[config.mk]
export PLATFORM = sky130hd
export DESIGN_NAME = ucode_seq
export DESIGN_NICKNAME = d
export VERILOG_FILES = /design/src/rtl/ucode_pkg.sv /design/src/rtl/ucode_rom.sv /design/src/rtl/useq_next.sv /design/src/rtl/ufield_dec.sv /design/src/rtl/ucode_seq.sv
export SDC_FILE = /design/constraint.sdc
export NUM_CORES = 1
export LEC_CHECK = 0
export BUFFER_PORTS_ARGS = -buffer_cell sky130_fd_sc_hd__buf_2
export CAP_MARGIN = 40
export CORE_UTILIZATION = 47
export DETAILED_ROUTE_END_ITERATION = 6
export GPL_TIMING_DRIVEN = 1
export HOLD_SLACK_MARGIN = 0.1
export PLACE_DENSITY = 0.76
export SETUP_SLACK_MARGIN = 0.15
export SYNTH_ARGS = -nofsm -noshare
export SYNTH_HDL_FRONTEND = slang
export SYNTH_SLANG_ARGS = --single-unit
[constraint.sdc]
create_clock -name clk -period 2.5 [get_ports clk]
set_input_delay 0.25 -clock clk [delete_from_list [all_inputs] [get_ports clk]]
set_output_delay 0.25 -clock clk [all_outputs]
set_load 0.01 [all_outputs]
[src/rtl/ucode_pkg.sv]
package ucode_pkg;
  localparam int UA_W        = 8;
  localparam int IR_MODE_LSB = 9;
  localparam int IR_IND_BIT  = 8;

  typedef struct packed {
    logic [UA_W-1:0] nxt;
    logic [2:0]      src;
    logic [2:0]      dst;
    logic [2:0]      dst2;
    logic [3:0]      alu;
    logic            jump;
    logic            ormode;
    logic            orindsrc;
    logic            cond_n0;
    logic            rd;
    logic            wmfc;
    logic            endf;
    logic            clry;
    logic            cin;
  } uword_t;

  function automatic uword_t ustore(input logic [UA_W-1:0] a);
    uword_t w;
    w = '0;
    case (a)
      8'o000: begin w.src = 3'd1; w.dst = 3'd1; w.dst2 = 3'd3; w.rd = 1'b1;
                    w.clry = 1'b1; w.cin = 1'b1; end
      8'o001: begin w.src = 3'd3; w.dst2 = 3'd1; w.wmfc = 1'b1; end
      8'o002: begin w.src = 3'd2; w.dst2 = 3'd2; end
      8'o003: begin w.jump = 1'b1; w.ormode = 1'b1; w.nxt = 8'o101; end
      8'o121: begin w.src = 3'd4; w.dst = 3'd1; w.dst2 = 3'd3; w.rd = 1'b1;
                    w.clry = 1'b1; w.cin = 1'b1; end
      8'o122: begin w.src = 3'd3; w.dst2 = 3'd4; end
      8'o123: begin w.jump = 1'b1; w.orindsrc = 1'b1; w.nxt = 8'o170;
                    w.wmfc = 1'b1; end
      8'o170: begin w.src = 3'd2; w.dst = 3'd1; w.rd = 1'b1; w.wmfc = 1'b1; end
      8'o171: begin w.src = 3'd2; w.dst = 3'd4; end
      8'o172: begin w.src = 3'd5; w.dst2 = 3'd3; end
      8'o173: begin w.src = 3'd3; w.dst2 = 3'd5; w.endf = 1'b1; end
      8'o141: begin w.src = 3'd1; w.dst = 3'd4; w.cond_n0 = 1'b1; w.nxt = 8'o000; end
      8'o142: begin w.dst2 = 3'd3; w.alu = 4'b1111; end
      8'o143: begin w.src = 3'd3; w.dst2 = 3'd1; w.endf = 1'b1; end
      default: w.endf = 1'b1;
    endcase
    return w;
  endfunction
endpackage

[src/rtl/ucode_rom.sv]
module ucode_rom
  import ucode_pkg::*;
(
  input  logic [UA_W-1:0] addr,
  output uword_t          word
);
  always_comb word = ustore(addr);
endmodule

[src/rtl/useq_next.sv]
module useq_next
  import ucode_pkg::*;
(
  input  logic [UA_W-1:0] upc,
  input  uword_t          word,
  input  logic [1:0]      ir_mode,
  input  logic            ir_ind,
  input  logic            flag_n,
  input  logic            mem_done,
  output logic            stall,
  output logic [UA_W-1:0] nxt_upc
);
  logic [UA_W-1:0] or_mask;

  always_comb begin
    or_mask = '0;
    if (word.ormode) begin
      or_mask[5:4] = ir_mode;
      or_mask[3]   = ir_mode[1] & ir_mode[0] & ir_ind;
    end
    if (word.orindsrc)
      or_mask[0] = ir_ind;
  end

  always_comb begin
    stall = word.wmfc & ~mem_done;
    if (stall)
      nxt_upc = upc;
    else if (word.endf)
      nxt_upc = '0;
    else if (word.jump)
      nxt_upc = word.nxt | or_mask;
    else if (word.cond_n0 && !flag_n)
      nxt_upc = word.nxt;
    else
      nxt_upc = upc + 1'b1;
  end
endmodule

[src/rtl/ufield_dec.sv]
module ufield_dec
  import ucode_pkg::*;
#(
  parameter int N_SRC  = 5,
  parameter int N_LDA  = 4,
  parameter int N_LDB  = 5
)(
  input  uword_t           word,
  input  logic             stall,
  output logic [N_SRC-1:0] src_oe,
  output logic [N_LDA-1:0] ld_a,
  output logic [N_LDB-1:0] ld_b,
  output logic [3:0]       alu_op,
  output logic             mem_read,
  output logic             clear_y,
  output logic             carry_in,
  output logic             wmfc,
  output logic             end_o
);
  for (genvar i = 0; i < N_SRC; i++) begin : g_src
    assign src_oe[i] = (word.src == 3'(i + 1));
  end
  for (genvar i = 0; i < N_LDA; i++) begin : g_lda
    assign ld_a[i] = (word.dst == 3'(i + 1)) & ~stall;
  end
  for (genvar i = 0; i < N_LDB; i++) begin : g_ldb
    assign ld_b[i] = (word.dst2 == 3'(i + 1)) & ~stall;
  end

  assign alu_op   = word.alu;
  assign mem_read = word.rd;
  assign clear_y  = word.clry;
  assign carry_in = word.cin;
  assign wmfc     = word.wmfc;
  assign end_o    = word.endf & ~stall;
endmodule

[src/rtl/ucode_seq.sv]
module ucode_seq
  import ucode_pkg::*;
#(
  parameter int IR_W = 16
)(
  input  logic            clk,
  input  logic            rst_n,
  input  logic [IR_W-1:0] ir,
  input  logic            flag_n,
  input  logic            mem_done,
  output logic [UA_W-1:0] upc,
  output logic [4:0]      src_oe,
  output logic [3:0]      ld_a,
  output logic [4:0]      ld_b,
  output logic [3:0]      alu_op,
  output logic            mem_read,
  output logic            clear_y,
  output logic            carry_in,
  output logic            wmfc,
  output logic            end_o
);
  logic [1:0]      rst_sync;
  logic            rst_int_n;
  uword_t          word;
  logic            stall;
  logic [UA_W-1:0] nxt_upc;
  logic [UA_W-1:0] upc_q;

  always_ff @(posedge clk or negedge rst_n) begin
    if (!rst_n) rst_sync <= 2'b00;
    else        rst_sync <= {rst_sync[0], 1'b1};
  end
  assign rst_int_n = rst_sync[1];

  ucode_rom i_rom (.addr(upc_q), .word(word));

  useq_next i_next (
    .upc(upc_q), .word(word),
    .ir_mode(ir[IR_MODE_LSB+1:IR_MODE_LSB]), .ir_ind(ir[IR_IND_BIT]),
    .flag_n(flag_n), .mem_done(mem_done),
    .stall(stall), .nxt_upc(nxt_upc)
  );

  ufield_dec i_dec (
    .word(word), .stall(stall),
    .src_oe(src_oe), .ld_a(ld_a), .ld_b(ld_b), .alu_op(alu_op),
    .mem_read(mem_read), .clear_y(clear_y), .carry_in(carry_in),
    .wmfc(wmfc), .end_o(end_o)
  );

  always_ff @(posedge clk or negedge rst_int_n) begin
    if (!rst_int_n)   upc_q <= '0;
    else if (!stall)  upc_q <= nxt_upc;
  end

  assign upc = upc_q;
endmodule

======== Word level (Yosys, flattened, before mapping) ========
Cells that the tools add are included.
storage, ports and cells
  register bits ........................... 10
  output and inout port bits .............. 31
  word-level logic and storage cells ...... 78
operators by class
  add/subtract/negate cells ............... 1
  equal/unequal tests ..................... 27
  mux-type cells .......................... 18
  bitwise operators ....................... 16
  reductions and logical operators ........ 14
operators by type and width
  operator                                              count
  equality test 8 x 7 -> 1 bit (second input constant)  10
  one-hot mux 3 bit (5 select lines)                    2
  2-to-1 mux 8 bit                                      3
  equality test 3 x 2 -> 1 bit (second input constant)  6
  equality test 8 x 2 -> 1 bit (second input constant)  2
  equality test 3 bit (second input constant)           5
  one-hot mux 7 bit (2 select lines)                    1
  AND 1 bit                                             13
  OR reduction 12 bit                                   1
  OR reduction 2 bit                                    5
  equality test 3 x 1 -> 1 bit (second input constant)  3
  OR reduction 3 bit                                    3
  adder 8 x 1 -> 8 bit (second input constant)          1
  equality test 8 x 1 -> 1 bit (second input constant)  1
  zero test 8 bit                                       1
  2-to-1 mux 1 bit                                      8
  OR reduction 4 bit                                    2
  OR 7 x 6 -> 7 bit                                     1
  one-hot mux 3 bit (2 select lines)                    1
  2-to-1 mux 4 bit                                      1
  2-to-1 mux 3 bit                                      1
  2-to-1 mux 2 bit                                      1
  NOT 1 bit                                             2
  logical AND 1 bit                                     1
  zero test 1 bit                                       1

======== Longest topological paths before layout ========
Gate-level depths: netlist (run 1).
  depth in word-level cells ............... 6
  depth in mapped cells ................... 8

======== Cells and area by module ========
From an unflattened synthesis (run 1), not the netlist that was laid out.
unflattened totals
  cell total of the unflattened synthesis .. 178
  area total of the unflattened synthesis .. 1492.7 um^2
modules (own cells, without submodules)
  module      times used  cells each  area each (um^2)  sequential area each (um^2)
  ucode_rom   1           76          514.2             0.0
  ucode_seq   1           20          385.4             250.2
  useq_next   1           58          382.9             0.0
  ufield_dec  1           24          210.2             0.0

======== Worst setup path after synthesis (run 1) ========
No wires, ideal clock.
  path kind ............................... register -> output
  start ................................... register upc_q[1] (netlist: upc[1])
  end ..................................... output port ld_b[1]
  data arrival time ....................... 2024 ps
  required time ........................... 2250 ps
  setup slack ............................. 226 ps
  stages on the path, launching flop included .. 9
  path buffers ............................ 1
  cell sequence ........................... dfrtp_1 inv_1 ha_1 clkbuf_4 or3b_4 a2bb2o_4 a31oi_2 a211o_1 nor2_1
between the ends
  cells in the longest elaborated chain, start to end .. 6
  elaborated cells between the ends (all ways) .. 20
  classes of those cells .................. 11 x eq/ne; 2 x mux; 3 x bitwise; 4 x reduce/logical
RTL lines
  item                                                                  RTL line          text
  start, declared                                                       ucode_seq.sv:27   logic [UA_W-1:0] upc_q;
  start signal, assigned                                                ucode_seq.sv:53   else if (!stall) upc_q <= nxt_upc;
  branches (longest 5 deep; another with equality test 8 x 7 -> 1 bit)  --
  AND 1 bit (*)                                                         ufield_dec.sv:27  assign ld_b[i] = (word.dst2 == 3'(i + 1)) & ~stall;
  end, declared                                                         ucode_seq.sv:14   output logic [4:0] ld_b,
Every way passes the cells marked *.

======== Final worst setup path (run 1) ========
  start ................................... register upc_q[0] (netlist: upc[0])
  end ..................................... output port src_oe[0]
between the ends
  cells in the longest elaborated chain, start to end .. 4
  elaborated cells between the ends (all ways) .. 16
  classes of those cells .................. 11 x eq/ne; 1 x mux; 4 x reduce/logical
RTL lines
  item                                                  RTL line          text
  equality test 8 x 1 -> 1 bit (tied with other cells)  ucode_pkg.sv:26   case (a)
  OR reduction 4 bit (no line) (tied with other cells)  --
  one-hot mux 3 bit (5 select lines) (*)                ucode_pkg.sv:26
  equality test 3 x 1 -> 1 bit (*)                      ufield_dec.sv:21  assign src_oe[i] = (word.src == 3'(i + 1));
  end, declared                                         ucode_seq.sv:12   output logic [4:0] src_oe,
Every way passes the cells marked *; elsewhere a longest branch is shown, timed or not.

==> reports/qor.yml, run 1 <==
timing:
  hold_viol: 0
  rsz0062_at_grt: "yes"
  setup_violations: 0
  min_period_ns: 2.48
  slew_violations: 0
  post-route-period-util_pct: 99.1
  skew_ns: 0.00168
  fmax_mhz: 404
  fin_tns_setup_ns: 0
grt:
  antenna_found_initial: 0
  grt_use_total_pct: 31.4
  grt-ovfl-total: 0
  grt_pass1_wl_mm: 6.27
  grt_pass1_vias: 1325
  grt_max_degree: 15
critical_path:
  rr_worst_depth: 9
  crit_type: "register to output port"
  arrival_ns: 2.23
  rr_startpoint: "upc[1]"
  cp.required_ns: 2.25
  r2r_setup_slack_ns: 0.23
  cp_max_fo: 5
  critPathLaunchType: "register"
  end_kind: "output port"
  r2r_end: "upc[0]"
logic_synthesis:
  synth_cells: 141
  synth_xor_area_share_pct: 2.26
  synthArstFlopShare_pct: 100
  synth_compound_area_share_pct: 24.4
  synth_top_cell_by_area: "dfrtp_1"
  synthTopCellsByCount: "nor2_1, nand2_1, dfrtp_1, nand3_1"
  synth-seq-area-share_pct: 21.6
  synth_fa_ha_area_share_pct: 5.39
  synth_top_family_by_area: "simple AND/OR/NAND/NOR gates"
  synth_cell_types: 50
  netlist_area_mm2: 0.00116
  synth.top_cell.area_share_pct: 21.6
  synth_edf_count: 0
  ys.flop_type: "dfrtp_1"
  ys_warn_count: 0
  yosys.area_share.simple_pct: 33.8
  postSynthAreaPerCell_um2: 8.23
  post-synth-top-count-cell: "nor2_1"
  synthTopCellsByArea: "dfrtp_1, ha_1, buf_4, nand3_1, nor2_1"
  synthMuxAreaShare_pct: 0
  ys_seq_elements: 10
cts:
  cts_inserted_buffers: 3
  clkTransAtPathRegs_ns: 0.07
  clockBufferDepth: 2
  cts_tree: "built"
  clock_sinks: 10
  cts.htree.levels: 1
  cts_root_buffer: "clkbuf_4"
  clock_latency_ns: 0.27
routing:
  drt_iter0_drc: 120
  drt_wl_total_mm: 4.92
  final_antenna_net_count: 0
  routed_via_density: 6.58
  dr.pass1.iters: 5
  drc: 0
  vias: 1520
  wl_per_cell_um: 21.3
floorplanning:
  die_area_mm2: 0.00267
  core_mm2: 0.00228
  start_util_pct: 51.0
  die_h_um: 51.7
  die_x_um: 51.7
  rows: 17
  ios: 51
power:
  powerDensity_mw_per_mm2: 1010
  ir_worst_vdd_mv: 0.812
  total_power_mw: 1.83
  p_leak_nw: 0.847
place:
  hpwl_mm: 2.43
  portBuffers: 35
  globalplace.congestion: 0.899
finish:
  syn_to_final_growth_pct: 55.0
  diodes: 0
  drive_gt1_share_pct: 57.6
  fillerInstances: 142
  nets: 229
min_path:
  hold_class: "register to asynchronous set/reset pin"
run_status:
  status: "completed"
run:
  maxCapViolations: 0
-- layout make-up --
class                   instances  area (µm²)  share of cell area (%)
well taps                      28        35.0                    1.95
flip-flops and latches         10         258                    14.3
clock buffers                   4        36.3                    2.02
multi-input cells             113         968                    53.8
inverters                       4        17.5                   0.974
repair buffers                 72         484                    26.9
-- repair_timing --
| item | CTS | global route |
|---|---|---|
| pin swaps | 6 | 12 |
| resized for setup | 26 | 24 |
| hold buffers | 1 | 0 |
| endpoints found under the hold margin | 2 | 0 |
| endpoints found under the setup margin | 13 | 12 |
| setup buffers | 10 | 17 |
-- registers in the layout, summed over array words and instances (netlist names) --
signal,cells
rst_sync,2
upc,8
-- cell families after synthesis --
group,after synthesis
and+or+nand+nor,64
AOI/OAI and AO/OA,37
buffers and inverters,20
DFF,10
adders and majority gates,5
xor gates and xnor gates,3
other,2
-- layout by cell type (no fill, tap or decap), drive strengths merged, types with 4 or more instances in the layout --
cell    netlist  layout
clkbuf        1       4
dfrtp        10      10
nor3          4       4
nand2        12      12
nor3b         6       6
nand3        10      10
inv           4       4
conb          2       4
a21oi         4       4
ha            5       5
o21ai        10      10
and3          5       5
buf          15      71
nor2         14      14
-- through the flow --
| step | util [%] | setup slack (ns) | instance area [µm²] | hold WS (ns) | instances |
|---|---|---|---|---|---|
| finish | 79.1 | 0.0234 | 1800 | 0.144 | 231 |
| global route | 79.1 | -0.0108 | 1800 | 0.170 | 231 |
| CTS | 67.9 | 0.126 | 1550 | 0.146 | 214 |
| detailed placement | 58.1 | 0.136 | 1320 | 0.0441 | 199 |
| global placement | 58.1 | 0.226 | 1320 | 0.0365 | 199 |
| floorplan | - | 0.226 | 1170 | -0.0456 | 143 |
-- where the power goes --
| group | leakage [nW] | switching (mW) | internal (mW) |
|---|---|---|---|
| sequential | 0.121 | 0.0672 | 0.193 |
| combinational | 0.705 | 0.723 | 0.694 |
| clock | 0.0210 | 0.0596 | 0.0886 |
-- worst max path at each step --
| stage | cells after the start | startpoint | to |
|---|---|---|---|
| 2_1_floorplan | 8 | upc[1] | ld_b[1] |
| 3_3_place_gp | 8 | upc[1] | ld_b[2] |
| 3_5_place_dp | 8 | upc[1] | ld_b[2] |
| 4_1_cts | 8 | upc[0] | ld_b[2] |
| 5_1_grt | 9 | upc[0] | src_oe[0] |
| 6_report | 9 | upc[0] | src_oe[0] |
-- worst max-delay path, cell delays in order (launching register included) --
cell     delay, ns
dfrtp_2       0.46
buf_6         0.14
ha_4          0.15
nor3b_4       0.16
buf_6         0.14
a32oi_4       0.26
and4_4        0.32
nand2_2       0.05
nor2_1        0.11
buf_2         0.16
-- routing by layer --
layer	routed length [µm]	track usage (%)	share of wire (%)
met5	0	0	0
met4	304	10.8	6.2
met3	466	5.85	9.5
met2	2310	55.0	47
met1	1850	38.3	37
Note: power is estimated with default switching activity, not from simulation.
==> run 2, diff against run 1 <==
Settings changed: PLACE_DENSITY 0.76 to 0.77, REMOVE_ABC_BUFFERS set to 1.
==> reports/qor.yml, run 2 (synthesized netlist as in run 1, its figures left out) <==
cts:
  clkTransAtPathRegs_ns: 0.06
  clock_latency_ns: 0.27
  cts_tree: "built"
  cts_root_buffer: "clkbuf_4"
  clockBufferDepth: 2
  clock_sinks: 10
  cts_inserted_buffers: 3
  cts.htree.levels: 1
run:
  maxCapViolations: 0
timing:
  post-route-period-util_pct: 95.6
  slew_violations: 0
  rsz0062_at_grt: "yes"
  fmax_mhz: 418
  skew_ns: 0.000652
  hold_viol: 0
  fin_tns_setup_ns: 0
  setup_violations: 0
  hold_slack_ns: 0.149
  min_period_ns: 2.39
  setup_ws_ns: 0.109
place:
  globalplace.congestion: 0.949
  hpwl_mm: 2.36
  place_inst: 197
  post-place-ws_ns: 0.332
  portBuffers: 35
  dpl_cell_area_mm2: 0.00131
routing:
  drt_iter0_drc: 57
  drt_wl_total_mm: 3.67
  dr.pass1.iters: 4
  wl_per_cell_um: 17.0
  final_antenna_net_count: 0
  vias: 1347
  routed_via_density: 6.24
  drc: 0
floorplanning:
  die_x_um: 51.7
  core_mm2: 0.00228
  die_h_um: 51.7
  die_area_mm2: 0.00267
  start_util_pct: 51.0
  ios: 51
  rows: 17
critical_path:
  crit_type: "register to output port"
  rr_startpoint: "upc[0]"
  rr_worst_depth: 8
  end_kind: "output port"
  slowest_delay_ns: 0.40
  cp_max_fo: 5
  cpMaxStageDelayCell: "or3b_4"
  path_depth: 8
  arrival_ns: 2.14
  r2r_setup_slack_ns: 0.46
  critPathBufInv: 2
  critPathLaunchType: "register"
  cp.required_ns: 2.25
  r2r_end: "upc[0]"
  path_cells: "buf_6 > ha_4 > or3b_4 > a2bb2o_4 > a31oi_4 > a211o_1 > nor2b_2 > buf_2"
  critPathTopFamily: "compound AO/OA/AOI/OAI gates"
finish:
  fin_area_mm2: 0.00159
  layout_common_cells: "buf_2, buf_4, nor2_1, nand2_1, nand3_1"
  fillerInstances: 170
  finalNonFillerCells: 216
  largest_reg_flops: 8
  syn_to_final_growth_pct: 37.0
  nets: 215
  drive_gt1_share_pct: 50.5
  layout_commonest_cell: "buf_2"
  diodes: 0
power:
  ir_worst_vdd_mv: 0.687
  powerDensity_mw_per_mm2: 906
  p_leak_nw: 0.775
grt:
  grt_pass1_vias: 1189
  grt_use_total_pct: 28.0
  antenna_found_initial: 0
  grt-ovfl-total: 0
  grt_max_degree: 15
  grt_pass1_wl_mm: 5.59
min_path:
  hold_class: "register to asynchronous set/reset pin"
run_status:
  status: "completed"
## run 2: worst max-delay path by stage
| stage | from | end |
|---|---|---|
| 4_1_cts | upc[1] | ld_b[2] |
| 6_report | upc[0] | ld_b[2] |
| 2_1_floorplan | upc[1] | ld_b[1] |
| 3_5_place_dp | upc[0] | src_oe[2] |
| 3_3_place_gp | upc[0] | ld_b[2] |
| 5_1_grt | upc[0] | ld_b[2] |
## run 2: routing by layer
metal  up-vias  track usage [%]  part of all wire [%]
met1       651             36.8                    39
met4         0             10.4                   1.1
met3         7             5.85                   9.6
li1        605                -                     -
met5         -                0                     0
met2        84             45.0                    50
## run 2: layout make-up
| cell class | instances | area [µm²] | share of cell area [%] |
|---|---|---|---|
| Multi-Input combinational cell | 113 | 907 | 57.0 |
| Inverter | 4 | 15.0 | 0.944 |
| Clock buffer | 3 | 22.5 | 1.42 |
| Timing Repair Buffer | 58 | 354 | 22.3 |
| Sequential cell | 10 | 256 | 16.1 |
| Tap cell | 28 | 35.0 | 2.20 |
## run 2: what timing repair did
action / in CTS / in global routing
pin swaps: 7 / 8
endpoints found under the setup margin: 10 / 12
hold endpoints to repair: 2 / 0
gates resized for setup: 19 / 13
hold buffers: 1 / 0
setup buffers: 5 / 10
## run 2: per-stage QoR
stage	utilization [%]	power [mW]
2_1_floorplan	-	0.761
3_3_place_gp	57.4	1.03
3_5_place_dp	57.4	1.06
4_1_cts	64.3	1.30
5_1_grt	69.9	1.53
6_report	69.9	1.44
## run 2: report_power, final
group          leakage (nW)  switching [mW]  total [mW]  internal [mW]
registers             0.122          0.0474       0.238          0.190
logic                 0.639           0.585        1.09          0.507
clock network        0.0138          0.0556       0.111         0.0557
total                 0.775           0.688        1.44          0.753
==> run 3, diff against run 2 <==
Settings changed: CORE_ASPECT_RATIO set to 0.5, CORE_UTILIZATION 47 to 43, PLACE_DENSITY 0.77 to 0.83.
==> reports/qor.yml, run 3 (synthesized netlist as in run 1, its figures left out) <==
critical_path:
  rr_worst_depth: 10
  rr_startpoint: "upc[1]"
  end_kind: "output port"
  r2r_end: "upc[5]"
  cpMaxStageDelayCell: "dfrtp_1"
  critPathLaunchType: "register"
  crit_start: "upc[0]"
  cp_max_fo: 5
  slowest_delay_ns: 0.42
  cp.required_ns: 2.25
  crit_type: "register to output port"
  path_cells: "inv_1 > ha_2 > nor3b_4 > nand2_1 > and4_4 > nor3b_1 > buf_2"
  crit_path_end: "src_oe[2]"
  r2r_setup_slack_ns: 0.26
  arrival_ns: 2.12
finish:
  syn_to_final_growth_pct: 42.8
  layout_commonest_cell: "buf_2"
  layout_common_cells: "buf_2, buf_4, nor2_1, nand2_1, nand3_1"
  postLayoutCoreUtil_pct: 69.9
  diodes: 0
  fillerInstances: 183
  fin_area_mm2: 0.00166
  finalNonFillerCells: 223
  largest_reg_flops: 8
  drive_gt1_share_pct: 50.0
  nets: 214
routing:
  dr.pass1.iters: 5
  drc: 0
  wl_per_cell_um: 17.8
  routed_via_density: 6.20
  vias: 1383
  drt_wl_total_mm: 3.98
  drt_iter0_drc: 128
  final_antenna_net_count: 0
timing:
  min_period_ns: 2.37
  rsz0062_at_grt: "yes"
  skew_ns: 0.00483
  hold_slack_ns: 0.146
  slew_violations: 0
  post-route-period-util_pct: 94.8
  setup_ws_ns: 0.131
  fin_tns_setup_ns: 0
  hold_viol: 0
  setup_violations: 0
  fmax_mhz: 422
grt:
  grt_max_degree: 16
  grt-ovfl-total: 0
  grt_pass1_vias: 1002
  grt_use_total_pct: 22.6
  grt_pass1_wl_mm: 4.82
  antenna_found_initial: 0
floorplanning:
  rows: 12
  die_area_mm2: 0.00292
  core_mm2: 0.00237
  die_x_um: 75.5
  die_h_um: 38.7
  start_util_pct: 48.9
  ios: 51
cts:
  cts.htree.levels: 1
  clockBufferDepth: 2
  clkTransAtPathRegs_ns: 0.06
  cts_tree: "built"
  clock_latency_ns: 0.24
  clock_sinks: 10
  cts_inserted_buffers: 3
  cts_root_buffer: "clkbuf_8"
power:
  ir_worst_vdd_mv: 0.519
  powerDensity_mw_per_mm2: 970
  p_leak_nw: 0.768
  total_power_mw: 1.61
place:
  portBuffers: 35
  hpwl_mm: 2.30
  post-place-ws_ns: 0.179
  dpl_cell_area_mm2: 0.00131
  place_inst: 203
  globalplace.congestion: 0.894
min_path:
  hold_class: "register to asynchronous set/reset pin"
run_status:
  status: "completed"
run:
  maxCapViolations: 0
-- run 3: critical path, delay by kind of cell (launching register included) --
kind          cells  cell delay, ns
simple gates      4            0.87
fa+ha+maj         1            0.25
flops             1            0.42
buf+inv           2            0.33
-- run 3: routing by layer --
| layer | up-vias | wire length (µm) | global-route usage, % |
|---|---|---|---|
| met2 | 103 | 1820 | 36.6 |
| li1 | 612 | - | - |
| met1 | 643 | 1630 | 31.0 |
| met3 | 25 | 395 | 2.86 |
| met4 | 0 | 135 | 8.80 |
| met5 | - | 0 | 0 |
-- run 3: layout make-up --
class                   count  area (µm²)  share of cell area (%)
clock buffers               4        55.1                    3.32
inverters                   4        17.5                    1.06
multi-input cells         113         931                    56.2
flip-flops and latches     10         256                    15.5
well taps                  35        43.8                    2.64
repair buffers             57         354                    21.4
-- run 3: repair_timing --
action                                  in CTS  in global routing
endpoints found under the setup margin      12                 10
endpoints found under the hold margin        2                  0
gates resized for setup                     13                 22
pin swaps                                    5                  9
hold buffers                                 1                  0
setup buffers                                4                 11
-- run 3: how the worst min path moves through the flow --
stage	from	endpoint	cells after the start	slack (ns)
6_report	rst_sync[1]	upc[0]	0	0.15
5_1_grt	rst_sync[1]	upc[0]	0	0.16
4_1_cts	rst_sync[1]	upc[3]	0	0.15
3_5_place_dp	rst_n	rst_sync[0]	1	0.04
3_3_place_gp	rst_n	rst_sync[0]	1	0.04
2_1_floorplan	rst_n	rst_sync[0]	0	-0.05
-- run 3: power by group --
group / internal [mW] / total (mW) / switching, mW / leakage [nW]
clock network: 0.139 / 0.211 / 0.0718 / 0.0288
registers: 0.191 / 0.255 / 0.0641 / 0.123
logic: 0.552 / 1.14 / 0.591 / 0.616
